`config.mk`:
```
export PLATFORM = sky130hd
export DESIGN_NAME = irq_ctrl_regs
export DESIGN_NICKNAME = d
export VERILOG_FILES = /design/src/rtl/irq_regs_pkg.sv /design/src/rtl/irq_mask_bank.sv /design/src/rtl/irq_status_bank.sv /design/src/rtl/irq_read_mux.sv /design/src/rtl/irq_ctrl_regs.sv
export SDC_FILE = /design/constraint.sdc
export NUM_CORES = 1
export LEC_CHECK = 0
export BUFFER_PORTS_ARGS = -buffer_cell sky130_fd_sc_hd__buf_2
export CORE_UTILIZATION = 48
export CTS_CLUSTER_SIZE = 30
export DETAILED_ROUTE_END_ITERATION = 10
export GPL_TIMING_DRIVEN = 0
export PLACE_DENSITY = 0.79
export SLEW_MARGIN = 20
export SYNTH_ARGS = -nofsm -noshare
export SYNTH_HDL_FRONTEND = slang
export SYNTH_HIERARCHICAL = 1
export SYNTH_SLANG_ARGS = --single-unit
```
`constraint.sdc`:
```
create_clock -name clk_i -period 1.5 [get_ports clk_i]
set_clock_uncertainty 0.1 [all_clocks]
set_input_delay 0.225 -clock clk_i [delete_from_list [all_inputs] [get_ports clk_i]]
set_output_delay 0.225 -clock clk_i [all_outputs]
set_load 0.01 [all_outputs]
```
`src/rtl/irq_regs_pkg.sv`:
```
`timescale 1ns/1ps
package irq_regs_pkg;

  typedef enum logic [2:0] {
    ADR_EN   = 3'd0,
    ADR_DIS  = 3'd1,
    ADR_MASK = 3'd2,
    ADR_STAT = 3'd3,
    ADR_CHAN = 3'd4
  } reg_addr_e;

  // shared bit layout
  localparam int unsigned BIT_RX_TRIG = 0;
  localparam int unsigned BIT_RX_EMPTY = 1;
  localparam int unsigned BIT_RX_FULL = 2;
  localparam int unsigned BIT_TX_EMPTY = 3;
  localparam int unsigned BIT_TX_FULL = 4;
  localparam int unsigned BIT_OVERRUN = 5;
  localparam int unsigned BIT_FRAMING = 6;
  localparam int unsigned BIT_PARITY = 7;
  localparam int unsigned BIT_RX_TOUT = 8;

endpackage

```
`src/rtl/irq_mask_bank.sv`:
```
`timescale 1ns/1ps
module irq_mask_bank #(
  parameter int unsigned NUM_SRC = 13
) (
  input  logic               clk_i,
  input  logic               rst_ni,
  input  logic [NUM_SRC-1:0] set_i,
  input  logic [NUM_SRC-1:0] clr_i,
  output logic [NUM_SRC-1:0] mask_o
);

  logic [NUM_SRC-1:0] mask_q;

  always_ff @(posedge clk_i or negedge rst_ni) begin
    if (!rst_ni) mask_q <= '0;
    else         mask_q <= (mask_q & ~clr_i) | set_i;
  end

  assign mask_o = mask_q;

endmodule

```
`src/rtl/irq_status_bank.sv`:
```
`timescale 1ns/1ps
module irq_status_bank #(
  parameter int unsigned NUM_SRC = 13
) (
  input  logic               clk_i,
  input  logic               rst_ni,
  input  logic [NUM_SRC-1:0] event_i,
  input  logic [NUM_SRC-1:0] mask_i,
  input  logic [NUM_SRC-1:0] clr_i,
  output logic [NUM_SRC-1:0] status_o
);

  for (genvar b = 0; b < NUM_SRC; b++) begin : g_bit
    logic st_q;
    // a new enabled event wins over a clear in the same cycle
    always_ff @(posedge clk_i or negedge rst_ni) begin
      if (!rst_ni) st_q <= 1'b0;
      else         st_q <= (st_q & ~clr_i[b]) | (event_i[b] & mask_i[b]);
    end
    assign status_o[b] = st_q;
  end

endmodule

```
`src/rtl/irq_read_mux.sv`:
```
`timescale 1ns/1ps
module irq_read_mux
  import irq_regs_pkg::*;
#(
  parameter int unsigned        NUM_SRC  = 13,
  parameter int unsigned        DATA_W   = 32,
  parameter logic [NUM_SRC-1:0] CHAN_VIS = 13'h001B
) (
  input  logic               clk_i,
  input  logic               rst_ni,
  input  logic               re_i,
  input  logic [2:0]         addr_i,
  input  logic [NUM_SRC-1:0] mask_i,
  input  logic [NUM_SRC-1:0] status_i,
  input  logic [NUM_SRC-1:0] level_i,
  output logic [DATA_W-1:0]  rd_data_o
);

  logic [NUM_SRC-1:0] sel;
  logic [DATA_W-1:0]  rd_q;

  always_comb begin
    case (addr_i)
      ADR_MASK: sel = mask_i;
      ADR_STAT: sel = status_i;
      ADR_CHAN: sel = level_i & CHAN_VIS;
      default:  sel = '0;  // enable/disable read as zero
    endcase
  end

  always_ff @(posedge clk_i or negedge rst_ni) begin
    if (!rst_ni)   rd_q <= '0;
    else if (re_i) rd_q <= DATA_W'(sel);
  end

  assign rd_data_o = rd_q;

endmodule

```
`src/rtl/irq_ctrl_regs.sv`:
```
`timescale 1ns/1ps
module irq_ctrl_regs
  import irq_regs_pkg::*;
#(
  parameter int unsigned        NUM_SRC  = 13,
  parameter int unsigned        DATA_W   = 32,
  parameter logic [NUM_SRC-1:0] CHAN_VIS = 13'h001B
) (
  input  logic               clk_i,
  input  logic               rst_ni,
  input  logic               we_i,
  input  logic               re_i,
  input  logic [2:0]         addr_i,
  input  logic [DATA_W-1:0]  wdata_i,
  output logic [DATA_W-1:0]  rd_data_o,
  input  logic [NUM_SRC-1:0] event_i,
  input  logic [NUM_SRC-1:0] level_i,
  output logic               irq_o
);

  localparam int unsigned HI_W = DATA_W - NUM_SRC;

  logic [NUM_SRC-1:0] wd_src;
  logic [HI_W-1:0]    unused_wd_hi;
  logic [NUM_SRC-1:0] en_set, dis_clr, st_clr;
  logic [NUM_SRC-1:0] mask_q, status_q;

  assign wd_src       = wdata_i[NUM_SRC-1:0];
  assign unused_wd_hi = wdata_i[DATA_W-1:NUM_SRC];

  assign en_set  = (we_i && addr_i == ADR_EN)   ? wd_src : '0;
  assign dis_clr = (we_i && addr_i == ADR_DIS)  ? wd_src : '0;
  assign st_clr  = (we_i && addr_i == ADR_STAT) ? wd_src : '0;

  irq_mask_bank #(.NUM_SRC(NUM_SRC)) u_mask (
    .clk_i  (clk_i),
    .rst_ni (rst_ni),
    .set_i  (en_set),
    .clr_i  (dis_clr),
    .mask_o (mask_q)
  );

  irq_status_bank #(.NUM_SRC(NUM_SRC)) u_status (
    .clk_i    (clk_i),
    .rst_ni   (rst_ni),
    .event_i  (event_i),
    .mask_i   (mask_q),
    .clr_i    (st_clr),
    .status_o (status_q)
  );

  irq_read_mux #(
    .NUM_SRC  (NUM_SRC),
    .DATA_W   (DATA_W),
    .CHAN_VIS (CHAN_VIS)
  ) u_rd (
    .clk_i     (clk_i),
    .rst_ni    (rst_ni),
    .re_i      (re_i),
    .addr_i    (addr_i),
    .mask_i    (mask_q),
    .status_i  (status_q),
    .level_i   (level_i),
    .rd_data_o (rd_data_o)
  );

  assign irq_o = |(status_q & mask_q);

endmodule

```
==> out/metrics.cfg <==
[worst_setup_path]
worstRegToRegCells=3
worst-r2r-setup-slack_ns=0.36
critPathLaunchType=flop
timing.rr.start=u_status/g_bit[3].st_q
critical_path.max_fanout=2
endpoint_kind=primary output
worst_r2r_endpoint=u_rd/rd_data_o[3]
path_class=reg -> out
cp.arrival_ns=1.39
cp.required_ns=1.17

[clock_network]
clk_pin_slew_ns=0.08
cts_buffer_depth=2
clock-root-buffer=clkbuf_8
clkSinkCount=39
cts_tree=done
cts-htree-levels=2
cts_buffers=5
clk_latency_ns=0.29

[pwr]
p_comb_share_pct=24.5
p_int_mw=1.91
p_leak_nw=1.54
clkPwrFrac_pct=25.2
pwr-share-seq_pct=50.3
p_sw_mw=0.812
p_total_mw=2.72
vdd_drop_max_mv=0.393
power_density_nw_per_um2=971
p_sw_share_pct=29.8

[min_path]
worstHoldEndpoint=u_status/g_bit[7].st_q
hold_depth=3
worstHoldStart=event_i[7]
hold_path.class=in -> reg

[yosys]
ys_seq_elements=39
synth.avg_cell_area_um2=9.78
ys_seq_area_share_pct=41.7
netlist_area_um2=2340
ys_types=25
postSynthCellCount=239
yosysWarnings=6

[drt]
vias=1693
firstDrtPassIters=11
ant_nets=0
drc=1
wl_per_cell_um=12.6
drtIter0Drc=80
wirelength_um=4600
vias_per_cell=4.63

[floorplanning]
die_width_um=71.8
core-area_um2=4690
initial_utilization_pct=49.8
rows=25
die_y_um=71.8
io_pins=98
dieArea_um2=5160

[placed_design]
dp.cells=361
numPortBuffers=50
pre_cts_ws_ns=-0.0324
dp.final_hpwl_um=3480
place_congestion=0.820
place_area_um2=2720

[timing]
fin_crit_sh_pct=114
setup_viol=1
tightest_slew_ns=0.844
fin_ws_ns=-0.213
timing.final.max_slew_violations=0
holdWs_ns=0.0331
fmax_ghz=0.584
rsz0062_at_grt=true
maxSlewHeadroom_pct=43.7
hold_violations=0
setup-tns-final_ns=-0.213
period_needed_ns=1.71

[status]
status=finished with violations
violations=design-rule violations, negative setup slack

[finish]
final_cell_area_um2=2800
final_util_pct=59.7
mostFrequentLayoutCell=buf_2
fill_cells=430
drive_gt1_share_pct=37.2
final_cell_mix=buf_2, inv_1, dfrtp_1
antenna_cells=0
area_delta_synth_final_pct=19.7
layoutNonFillerInstCount=366
fin_nets=376

[global_routing]
grt_pass1_vias=1677
grt_pass1_wl_um=7650
grt_use_total_pct=19.8
grt_max_degree=40
grt_overflow=0
antenna_found_initial=0

[flow_run]
drv_cap=0

[logic make-up (layout without fill, tap and decap cells)]
logic type	Yosys count	count (layout)	synth area share [%]
muxes	13	13	5.56
and+or+nand+nor	63	63	18.2
DFF	39	39	41.7
buffers and inverters	78	133	19.0
other	1	19	0.160
AOI/OAI and AO/OA	45	45	15.2
[Yosys cell counts, drive strengths merged]
cell type / n / area, um^2
and3: 1 / 6.26
o221ai: 4 / 41.3
and2: 39 / 248
mux2i: 13 / 130
a22oi: 5 / 37.5
and4bb: 1 / 16.3
nand3b: 1 / 11.3
nand2: 13 / 48.8
o22ai: 9 / 56.3
buf: 39 / 299
nand4: 1 / 6.26
dfrtp: 39 / 976
a21o: 13 / 97.6
o21ai: 13 / 114
inv: 39 / 146
nand4bb: 1 / 27.5
a222oi: 1 / 10.0
and4b: 1 / 13.8
nand2b: 4 / 25.0
nor4b: 1 / 23.8
conb: 1 / 3.75
[cell type report]
| type | count | area (um^2) | area share, % |
|---|---|---|---|
| Buffer | 31 | 239 | 8.53 |
| Clock buffer | 7 | 76.3 | 2.73 |
| Clock inverter | 1 | 5.00 | 0.179 |
| Inverter | 39 | 146 | 5.23 |
| Multi-Input combinational cell | 140 | 1000 | 35.7 |
| Sequential cell | 39 | 976 | 34.9 |
| Tap cell | 54 | 67.6 | 2.41 |
| Timing Repair Buffer | 55 | 290 | 10.4 |
[power by group through the flow]
stage / logic (mW) / registers, mW / clock network, mW
5_1_grt: 0.738 / 1.39 / 0.750
2_1_floorplan: 0.479 / 1.35 / 0
3_3_place_gp: 0.662 / 1.36 / 0
3_5_place_dp: 0.684 / 1.38 / 0
6_report: 0.668 / 1.37 / 0.684
4_1_cts: 0.670 / 1.37 / 0.707
[registers in the layout (all words and copies together), names as in the netlist]
signal / count
u_rd/rd_data_o: 13
u_mask/mask_o: 13
u_status/g_bit.st_q: 13
[metal layers]
metal	global-route usage [%]	routed length, um
met1	24.3	1960
met2	33.9	2380
met3	4.50	221
met4	7.63	34
met5	0	0
[worst max path at each step]
stage | startpoint | end | slack (ns)
3_3_place_gp | u_status/g_bit[5].st_q | irq_o | -0.009
6_report | u_status/g_bit[3].st_q | irq_o | -0.21
4_1_cts | u_mask/mask_o[5] | irq_o | -0.24
3_5_place_dp | u_status/g_bit[5].st_q | irq_o | -0.03
2_1_floorplan | u_status/g_bit[5].st_q | irq_o | 0.20
5_1_grt | u_mask/mask_o[5] | irq_o | -0.31
[critical path, cell delays in order, from the launching register on]
cell and delay, ns:
dfrtp_1 0.38, buf_4 0.14, a22oi_2 0.12, and3_1 0.18
nand4_1 0.11, buf_2 0.16
[timing repair]
action | CTS | global route
gates cloned | 0 | 0
hold buffers | 1 | 0
gates resized for setup | 2 | 1
setup buffers | 4 | 0
setup endpoints to repair | 1 | 1
pin swaps | 6 | 0
hold endpoints to repair | 39 | 0
No activity file was read; power rests on OpenSTA's default activity.
